[src/rtl/i2c_arb_pkg.sv]
package i2c_arb_pkg;
   typedef enum logic [2:0] {
      ST_IDLE, ST_HOLD, ST_START, ST_RSTART, ST_STOP, ST_ACK, ST_TX
   } arb_state_e;

   localparam int REQ_START  = 0;
   localparam int REQ_RSTART = 1;
   localparam int REQ_STOP   = 2;
   localparam int REQ_ACK    = 3;
   localparam int REQ_W      = 4;
endpackage

[src/rtl/i2c_phase_tick.sv]
module i2c_phase_tick #(
   parameter int DIV = 8
) (
   input  logic clk,
   input  logic rst_n,
   input  logic en,
   output logic tick
);
   localparam int CW = (DIV > 1) ? $clog2(DIV) : 1;

   logic [CW-1:0] cnt;

   generate
      if (DIV < 4) begin : g_bad_div
         $error("i2c_phase_tick: DIV must be at least 4");
      end
      if ((DIV & (DIV - 1)) == 0) begin : g_pow2
         always_ff @(posedge clk or negedge rst_n) begin
            if (!rst_n)   cnt <= '0;
            else if (!en) cnt <= '0;
            else          cnt <= cnt + 1'b1;
         end
         assign tick = en && (&cnt);
      end else begin : g_cmp
         localparam logic [CW-1:0] LAST = CW'(DIV - 1);
         always_ff @(posedge clk or negedge rst_n) begin
            if (!rst_n)            cnt <= '0;
            else if (!en)          cnt <= '0;
            else if (cnt == LAST)  cnt <= '0;
            else                   cnt <= cnt + 1'b1;
         end
         assign tick = en && (cnt == LAST);
      end
   endgenerate

   p_tick_gap_r13: assert property (@(posedge clk) disable iff (!rst_n)
      tick |=> !tick);
endmodule

[src/rtl/i2c_line_watch.sv]
module i2c_line_watch #(
   parameter int SYNC_STAGES = 2
) (
   input  logic clk,
   input  logic rst_n,
   input  logic scl_in,
   input  logic sda_in,
   output logic scl_s,
   output logic sda_s,
   output logic start_det,
   output logic stop_det,
   output logic start_seen,
   output logic stop_seen,
   output logic bus_free
);
   logic [SYNC_STAGES-1:0] scl_q, sda_q;
   logic                   scl_d, sda_d;

   generate
      if (SYNC_STAGES < 2) begin : g_bad_sync
         $error("i2c_line_watch: SYNC_STAGES must be at least 2");
      end
   endgenerate

   always_ff @(posedge clk or negedge rst_n) begin
      if (!rst_n) begin
         scl_q <= '1;
         sda_q <= '1;
         scl_d <= 1'b1;
         sda_d <= 1'b1;
      end else begin
         scl_q <= {scl_q[SYNC_STAGES-2:0], scl_in};
         sda_q <= {sda_q[SYNC_STAGES-2:0], sda_in};
         scl_d <= scl_s;
         sda_d <= sda_s;
      end
   end

   assign scl_s     = scl_q[SYNC_STAGES-1];
   assign sda_s     = sda_q[SYNC_STAGES-1];
   assign start_det = scl_s && scl_d && sda_d && !sda_s;
   assign stop_det  = scl_s && scl_d && !sda_d && sda_s;

   always_ff @(posedge clk or negedge rst_n) begin
      if (!rst_n) begin
         start_seen <= 1'b0;
         stop_seen  <= 1'b0;
      end else if (start_det) begin
         start_seen <= 1'b1;
         stop_seen  <= 1'b0;
      end else if (stop_det) begin
         start_seen <= 1'b0;
         stop_seen  <= 1'b1;
      end
   end

   assign bus_free = stop_seen || (!start_seen && !stop_seen);

   p_seen_excl_r7: assert property (@(posedge clk) disable iff (!rst_n)
      $onehot0({start_seen, stop_seen}));
   p_free_after_stop_r7: assert property (@(posedge clk) disable iff (!rst_n)
      stop_det |=> bus_free);
   p_busy_after_start_r7: assert property (@(posedge clk) disable iff (!rst_n)
      start_det |=> !bus_free);
endmodule

[src/rtl/i2c_arb_master.sv]
module i2c_arb_master
   import i2c_arb_pkg::*;
#(
   parameter int DIV         = 8,
   parameter int SYNC_STAGES = 2,
   parameter int DATA_W      = 8
) (
   input  logic              clk,
   input  logic              rst_n,
   input  logic              cmd_start,
   input  logic              cmd_rstart,
   input  logic              cmd_stop,
   input  logic              cmd_ack,
   input  logic              ack_level,
   input  logic              tx_we,
   input  logic [DATA_W-1:0] tx_byte,
   input  logic              bcol_clr,
   input  logic              irq_clr,
   input  logic              scl_in,
   input  logic              sda_in,
   output logic              scl_drive_low,
   output logic              sda_drive_low,
   output logic [REQ_W-1:0]  req_pend,
   output logic              buf_full,
   output logic              bcol_irq,
   output logic              port_irq,
   output logic              start_seen,
   output logic              stop_seen,
   output logic              bus_free,
   output logic              owner
);
   localparam int            BW       = (DATA_W > 1) ? $clog2(DATA_W) : 1;
   localparam logic [BW-1:0] LAST_BIT = BW'(DATA_W - 1);

   generate
      if (DATA_W < 2) begin : g_bad_width
         $error("i2c_arb_master: DATA_W must be at least 2");
      end
   endgenerate

   arb_state_e        st;
   logic [1:0]        ph;
   logic [BW-1:0]     bitn;
   logic [DATA_W-1:0] shreg;
   logic              ack_q;
   logic              tick, op_en;
   logic              scl_s, sda_s, mon_start, mon_stop;
   logic              scl_rel, sda_rel, chk_pt, collision;

   assign op_en = (st == ST_START) || (st == ST_RSTART) || (st == ST_STOP) ||
                  (st == ST_ACK) || (st == ST_TX);

   i2c_phase_tick #(.DIV(DIV)) u_tick (
      .clk(clk), .rst_n(rst_n), .en(op_en), .tick(tick)
   );

   i2c_line_watch #(.SYNC_STAGES(SYNC_STAGES)) u_watch (
      .clk(clk), .rst_n(rst_n), .scl_in(scl_in), .sda_in(sda_in),
      .scl_s(scl_s), .sda_s(sda_s), .start_det(mon_start), .stop_det(mon_stop),
      .start_seen(start_seen), .stop_seen(stop_seen), .bus_free(bus_free)
   );

   // Intended line levels per state and phase (1 = released).
   always_comb begin
      scl_rel = 1'b1;
      sda_rel = 1'b1;
      chk_pt  = 1'b0;
      unique case (st)
         ST_IDLE: ;
         ST_HOLD: scl_rel = 1'b0;
         ST_START: begin
            scl_rel = (ph != 2'd3);
            sda_rel = (ph < 2'd2);
            chk_pt  = (ph == 2'd1);
         end
         ST_RSTART: begin
            scl_rel = (ph == 2'd1) || (ph == 2'd2);
            sda_rel = (ph < 2'd2);
            chk_pt  = (ph == 2'd1);
         end
         ST_STOP: begin
            scl_rel = (ph != 2'd0);
            sda_rel = (ph >= 2'd2);
            chk_pt  = (ph == 2'd3);
         end
         ST_ACK: begin
            scl_rel = (ph == 2'd1) || (ph == 2'd2);
            sda_rel = ack_q;
            chk_pt  = (ph == 2'd2);
         end
         ST_TX: begin
            scl_rel = (ph == 2'd1) || (ph == 2'd2);
            sda_rel = shreg[DATA_W-1];
            chk_pt  = (ph == 2'd2);
         end
         default: ;
      endcase
   end

   assign collision     = tick && chk_pt && sda_rel && scl_s && !sda_s;
   assign scl_drive_low = !scl_rel;
   assign sda_drive_low = !sda_rel;

   always_ff @(posedge clk or negedge rst_n) begin
      if (!rst_n) begin
         st       <= ST_IDLE;
         ph       <= '0;
         bitn     <= '0;
         shreg    <= '0;
         ack_q    <= 1'b0;
         buf_full <= 1'b0;
         bcol_irq <= 1'b0;
         port_irq <= 1'b0;
         req_pend <= '0;
         owner    <= 1'b0;
      end else begin
         if (bcol_clr)             bcol_irq <= 1'b0;
         if (irq_clr)              port_irq <= 1'b0;
         if (mon_start || mon_stop) port_irq <= 1'b1;
         if (cmd_start)  req_pend[REQ_START]  <= 1'b1;
         if (cmd_rstart) req_pend[REQ_RSTART] <= 1'b1;
         if (cmd_stop)   req_pend[REQ_STOP]   <= 1'b1;
         if (cmd_ack) begin
            req_pend[REQ_ACK] <= 1'b1;
            ack_q             <= ack_level;
         end
         if (tx_we && !buf_full) begin
            shreg    <= tx_byte;
            buf_full <= 1'b1;
         end

         if (collision) begin
            st       <= ST_IDLE;
            ph       <= '0;
            owner    <= 1'b0;
            req_pend <= '0;
            buf_full <= 1'b0;
            bcol_irq <= 1'b1;
         end else if (tick) begin
            ph <= ph + 2'd1;
            if (ph == 2'd3) begin
               unique case (st)
                  ST_START, ST_RSTART: begin
                     st                   <= ST_HOLD;
                     owner                <= 1'b1;
                     req_pend[REQ_START]  <= 1'b0;
                     req_pend[REQ_RSTART] <= 1'b0;
                     port_irq             <= 1'b1;
                  end
                  ST_STOP: begin
                     st                 <= ST_IDLE;
                     owner              <= 1'b0;
                     req_pend[REQ_STOP] <= 1'b0;
                     port_irq           <= 1'b1;
                  end
                  ST_ACK: begin
                     st                <= ST_HOLD;
                     req_pend[REQ_ACK] <= 1'b0;
                     port_irq          <= 1'b1;
                  end
                  ST_TX: begin
                     shreg <= {shreg[DATA_W-2:0], 1'b0};
                     bitn  <= bitn + 1'b1;
                     if (bitn == LAST_BIT) begin
                        st       <= ST_HOLD;
                        buf_full <= 1'b0;
                        port_irq <= 1'b1;
                     end
                  end
                  default: ;
               endcase
            end
         end else if (st == ST_IDLE) begin
            req_pend[REQ_W-1:1] <= '0;
            if (req_pend[REQ_START]) begin
               if (bus_free) begin
                  st <= ST_START;
                  ph <= '0;
               end else begin
                  req_pend[REQ_START] <= 1'b0;
                  bcol_irq            <= 1'b1;
               end
            end
         end else if (st == ST_HOLD) begin
            req_pend[REQ_START] <= 1'b0;
            ph                  <= '0;
            if (req_pend[REQ_RSTART])    st <= ST_RSTART;
            else if (req_pend[REQ_STOP]) st <= ST_STOP;
            else if (req_pend[REQ_ACK])  st <= ST_ACK;
            else if (buf_full) begin
               st   <= ST_TX;
               bitn <= '0;
            end
         end
      end
   end

   p_release_r4: assert property (@(posedge clk) disable iff (!rst_n)
      collision |=> (!scl_drive_low && !sda_drive_low && !owner));
   p_bcol_set_r4: assert property (@(posedge clk) disable iff (!rst_n)
      collision |=> bcol_irq);
   p_bufclr_r5: assert property (@(posedge clk) disable iff (!rst_n)
      (collision && st == ST_TX) |=> !buf_full);
   p_req_clr_r6: assert property (@(posedge clk) disable iff (!rst_n)
      collision |=> (req_pend == '0));
   p_sda_scl_low_r3: assert property (@(posedge clk) disable iff (!rst_n)
      (st == ST_TX && !$stable(sda_drive_low)) |-> scl_drive_low);
   p_bcol_sticky_r9: assert property (@(posedge clk) disable iff (!rst_n)
      (bcol_irq && !bcol_clr) |=> bcol_irq);
   p_refuse_r10: assert property (@(posedge clk) disable iff (!rst_n)
      (st == ST_IDLE && req_pend[REQ_START] && !bus_free) |=> (bcol_irq && st == ST_IDLE));
endmodule

[config.mk]
export PLATFORM = sky130hd
export DESIGN_NAME = i2c_arb_master
export DESIGN_NICKNAME = d
export VERILOG_FILES = /design/src/rtl/i2c_arb_pkg.sv /design/src/rtl/i2c_phase_tick.sv /design/src/rtl/i2c_line_watch.sv /design/src/rtl/i2c_arb_master.sv
export SDC_FILE = /design/constraint.sdc
export NUM_CORES = 1
export LEC_CHECK = 0
export ABC_AREA = 1
export BUFFER_PORTS_ARGS = -buffer_cell sky130_fd_sc_hd__buf_2
export CORE_UTILIZATION = 55
export CTS_CLUSTER_DIAMETER = 100
export DETAILED_ROUTE_END_ITERATION = 8
export PLACE_DENSITY = 0.83
export SLEW_MARGIN = 10
export SYNTH_ARGS = -nofsm -noshare
export SYNTH_HDL_FRONTEND = slang
export SYNTH_SLANG_ARGS = --single-unit
[constraint.sdc]
create_clock -name clk -period 2.2 [get_ports clk]
set_input_delay 0.66 -clock clk [delete_from_list [all_inputs] [get_ports clk]]
set_output_delay 0.66 -clock clk [all_outputs]
set_load 0.02 [all_outputs]
==> flow_metrics.env <==
export IMPL_status="finished, violations left"
export IMPL_violations="negative setup slack"
export IMPL_area_growth_pct=26.2
export IMPL_crit_family="flip-flops"
export IMPL_cp_arrival_ns=1.68
export IMPL_wirelength_um=4710
export IMPL_synth_cell_types=31
export IMPL_drv_slew=0
export IMPL_cp_end_kind="output port"
export IMPL_fmax_ghz=0.428
export IMPL_grt_pass1_wl_um=7340
export IMPL_die_h_um=62.2
export IMPL_drt_iter0_drc=134
export IMPL_grt_usage_pct=24.7
export IMPL_synth_area_um2=1990
export IMPL_path_clk_slew_ns=0.12
export IMPL_routabilityCongestion=0.928
export IMPL_start_kind="flip-flop"
export IMPL_cts_num_sinks=36
export IMPL_root_buffer="clkbuf_4"
export IMPL_numCtsBuffers=5
export IMPL_cp_num_buf_inv=3
export IMPL_setup_viol=2
export IMPL_grt_pass1_vias=1625
export IMPL_slew_headroom_pct=70.9
export IMPL_critPathRequiredTime_ns=1.54
export IMPL_htree_num_levels=2
export IMPL_critical_path_class="reg2out"
export IMPL_max_vdd_ir_drop_mv=0.624
export IMPL_worstMarginPinSlew_ns=0.437
export IMPL_p_seq_share_pct=35.7
export IMPL_fin_skew_ns=0.0184
export IMPL_antenna_found_initial=0
export IMPL_rsz0062_at_grt="yes"
export IMPL_intPower_mw=1.51
export IMPL_min_path_type="in2async"
export IMPL_critPathSlowestCell="dfrtp_2"
export IMPL_dpl_cell_area_um2=2240
export IMPL_combPwrFrac_pct=49.4
export IMPL_yosysTopAreaCell="dfrtp_1"
export IMPL_hpwl_um=3050
export IMPL_grt_ovfl_total=0
export IMPL_start_util_pct=58.4
export IMPL_core_area_um2=3420
export IMPL_clockBufferDepth=2
export IMPL_p_switching_mw=1.12
export IMPL_postLayoutCellArea_um2=2520
export IMPL_port_buffers=32
export IMPL_nets=322
export IMPL_maxCapViolations=0
export IMPL_std_cell_rows=21
export IMPL_die_area_um2=3870
export IMPL_post_place_ws_ns=0.126
export IMPL_drcViolationCount=0
export IMPL_drive_above_1_share_pct=38.2
export IMPL_min_period_over_period_pct=106
export IMPL_yosysTopAreaCellShare_pct=37.7
export IMPL_hold_violations=0
export IMPL_num_vias=1797
export IMPL_cpPeakStageDelay_ns=0.50
export IMPL_power_switching_share_pct=42.7
export IMPL_cts_tree="built"
export IMPL_pwr_share_clk_pct=14.8
export IMPL_ys_seq_area_share_pct=45.6
export IMPL_die_w_um=62.2
export IMPL_timing_hold_ws_ns=0.308
export IMPL_drt_wirelength_per_cell_um=13.9
export IMPL_n_antenna_cell=0
export IMPL_drt_pass1_iter_count=4
export IMPL_synthCells=234
export IMPL_avgSynthCellArea_um2=8.52
export IMPL_synth_nets=264
export IMPL_io_pin_count=33
export IMPL_grt_max_degree=37
export IMPL_ys_top_cells_by_area="dfrtp_1 (38%), nand2_1 (11%), dfstp_2 (7.9%)"
export IMPL_min_period_ns=2.34
export IMPL_ys_ff_latch=36
export IMPL_worstPathCellList="inv_2 > ha_4 > nand2_1 > nand2_1 > inv_1 > nand2_2 > nor2_4 > buf_6"
export IMPL_crit_path_frequent_cell="nand2_1"
export IMPL_setup_ws_ns=-0.137
export IMPL_worstPathMaxFanout=8
export IMPL_ys_warn_count=0
export IMPL_post_drt_via_cell_ratio=5.30
export IMPL_antenna_left=0
export IMPL_power_density_nw_per_um2=1040
export IMPL_p_leak_nw=1.28
export IMPL_insertion_delay_ns=0.37
[metrics by stage]
stage          cells  TNS (ns)  util [%]  total power, mW
2_1_floorplan    234         0         -             1.60
3_3_place_gp     317         0      65.5             1.89
3_5_place_dp     317         0      65.5             1.92
4_1_cts          330    -0.181      69.8             2.35
5_1_grt          339    -0.328      73.7             2.77
6_report         339    -0.231      73.7             2.63
[flip-flops by register name, indices dropped and copies added (netlist names)]
| register | cells |
|---|---|
| ack_q | 1 |
| bcol_irq | 1 |
| bitn | 3 |
| buf_full | 1 |
| owner | 1 |
| ph | 2 |
| port_irq | 1 |
| req_pend | 4 |
| shreg | 8 |
| st | 3 |
| u_tick.cnt | 3 |
| u_watch.scl_d | 1 |
| u_watch.scl_q | 2 |
| u_watch.sda_d | 1 |
| u_watch.sda_q | 2 |
| u_watch.start_seen | 1 |
| u_watch.stop_seen | 1 |
[area by class of cell]
| cell class | count | area [um^2] |
|---|---|---|
| Multi-Input combinational cell | 160 | 1010 |
| Sequential cell | 36 | 912 |
| Fill cell | 261 | 900 |
| Timing Repair Buffer | 55 | 347 |
| Inverter | 34 | 130 |
| Tap cell | 46 | 57.6 |
| Clock buffer | 7 | 55.1 |
| Clock inverter | 1 | 7.51 |
[per-layer routing]
| metal | share of wire [%] | global-route usage [%] | vias up |
|---|---|---|---|
| met5 | 0 | 0 | - |
| met4 | 3.1 | 11.6 | 0 |
| met3 | 6.1 | 5.88 | 13 |
| met2 | 48 | 38.7 | 61 |
| met1 | 43 | 32.3 | 845 |
| li1 | - | - | 878 |
[worst paths after layout]
kind	startpoint	endpoint	slack, ns	depth (start not counted)
min reg2reg	u_watch.sda_q[0]	u_watch.sda_q[1]	0.36	0
max	st[2]	sda_drive_low	-0.14	8
min	rst_n	buf_full	0.31	2
min in group clk	u_watch.sda_q[0]	u_watch.sda_q[1]	0.36	0
max reg2reg	st[1]	bitn[2]	0.18	10
max in group asynchronous	rst_n	u_watch.sda_d	1.55	2
[cells in the final DEF (no fill, tap or decap), types with 6 or more instances in the layout]
cell	instances
buf_2	31
nor2_1	20
dfrtp_1	27
nand2_1	56
o21ai_0	10
inv_2	9
inv_1	24
nand3_1	14
mux2_2	8
ha_1	6
dfstp_2	6
buf_4	21
[power groups by stage]
| stage | clock network, mW | logic [mW] | registers (mW) |
|---|---|---|---|
| 4_1_cts | 0.388 | 1.05 | 0.917 |
| 3_3_place_gp | 0 | 0.973 | 0.921 |
| 3_5_place_dp | 0 | 0.993 | 0.925 |
| 6_report | 0.390 | 1.30 | 0.939 |
| 5_1_grt | 0.419 | 1.40 | 0.954 |
| 2_1_floorplan | 0 | 0.639 | 0.958 |
[Yosys cell counts, drive strengths merged]
master / instances
dfrtp: 30
nand4: 4
nor4: 1
nor3b: 1
nor2: 23
nor3: 3
a21oi: 6
nand2: 62
dfstp: 6
nand3: 19
o211ai: 5
inv: 34
buf: 4
o21ai: 14
a31oi: 1
a211oi: 1
o21bai: 1
ha: 10
mux2: 8
nand3b: 1
[kinds of logic after synthesis]
group | count (synthesis) | share of synthesized area (%)
buffers and inverters | 38 | 8.47
and+or+nand+nor | 114 | 26.6
muxes | 8 | 4.52
DFF | 36 | 45.6
adders and majority gates | 10 | 6.28
AOI/OAI and AO/OA | 28 | 8.54
[timing repair]
item / 4_1_cts / 5_1_grt
hold buffers: 0 / 0
pin swaps: 9 / 4
setup endpoints to repair: 2 / 2
buffers inserted: 5 / 9
gates resized for setup: 15 / 14
No activity file was read; power rests on OpenSTA's default activity.
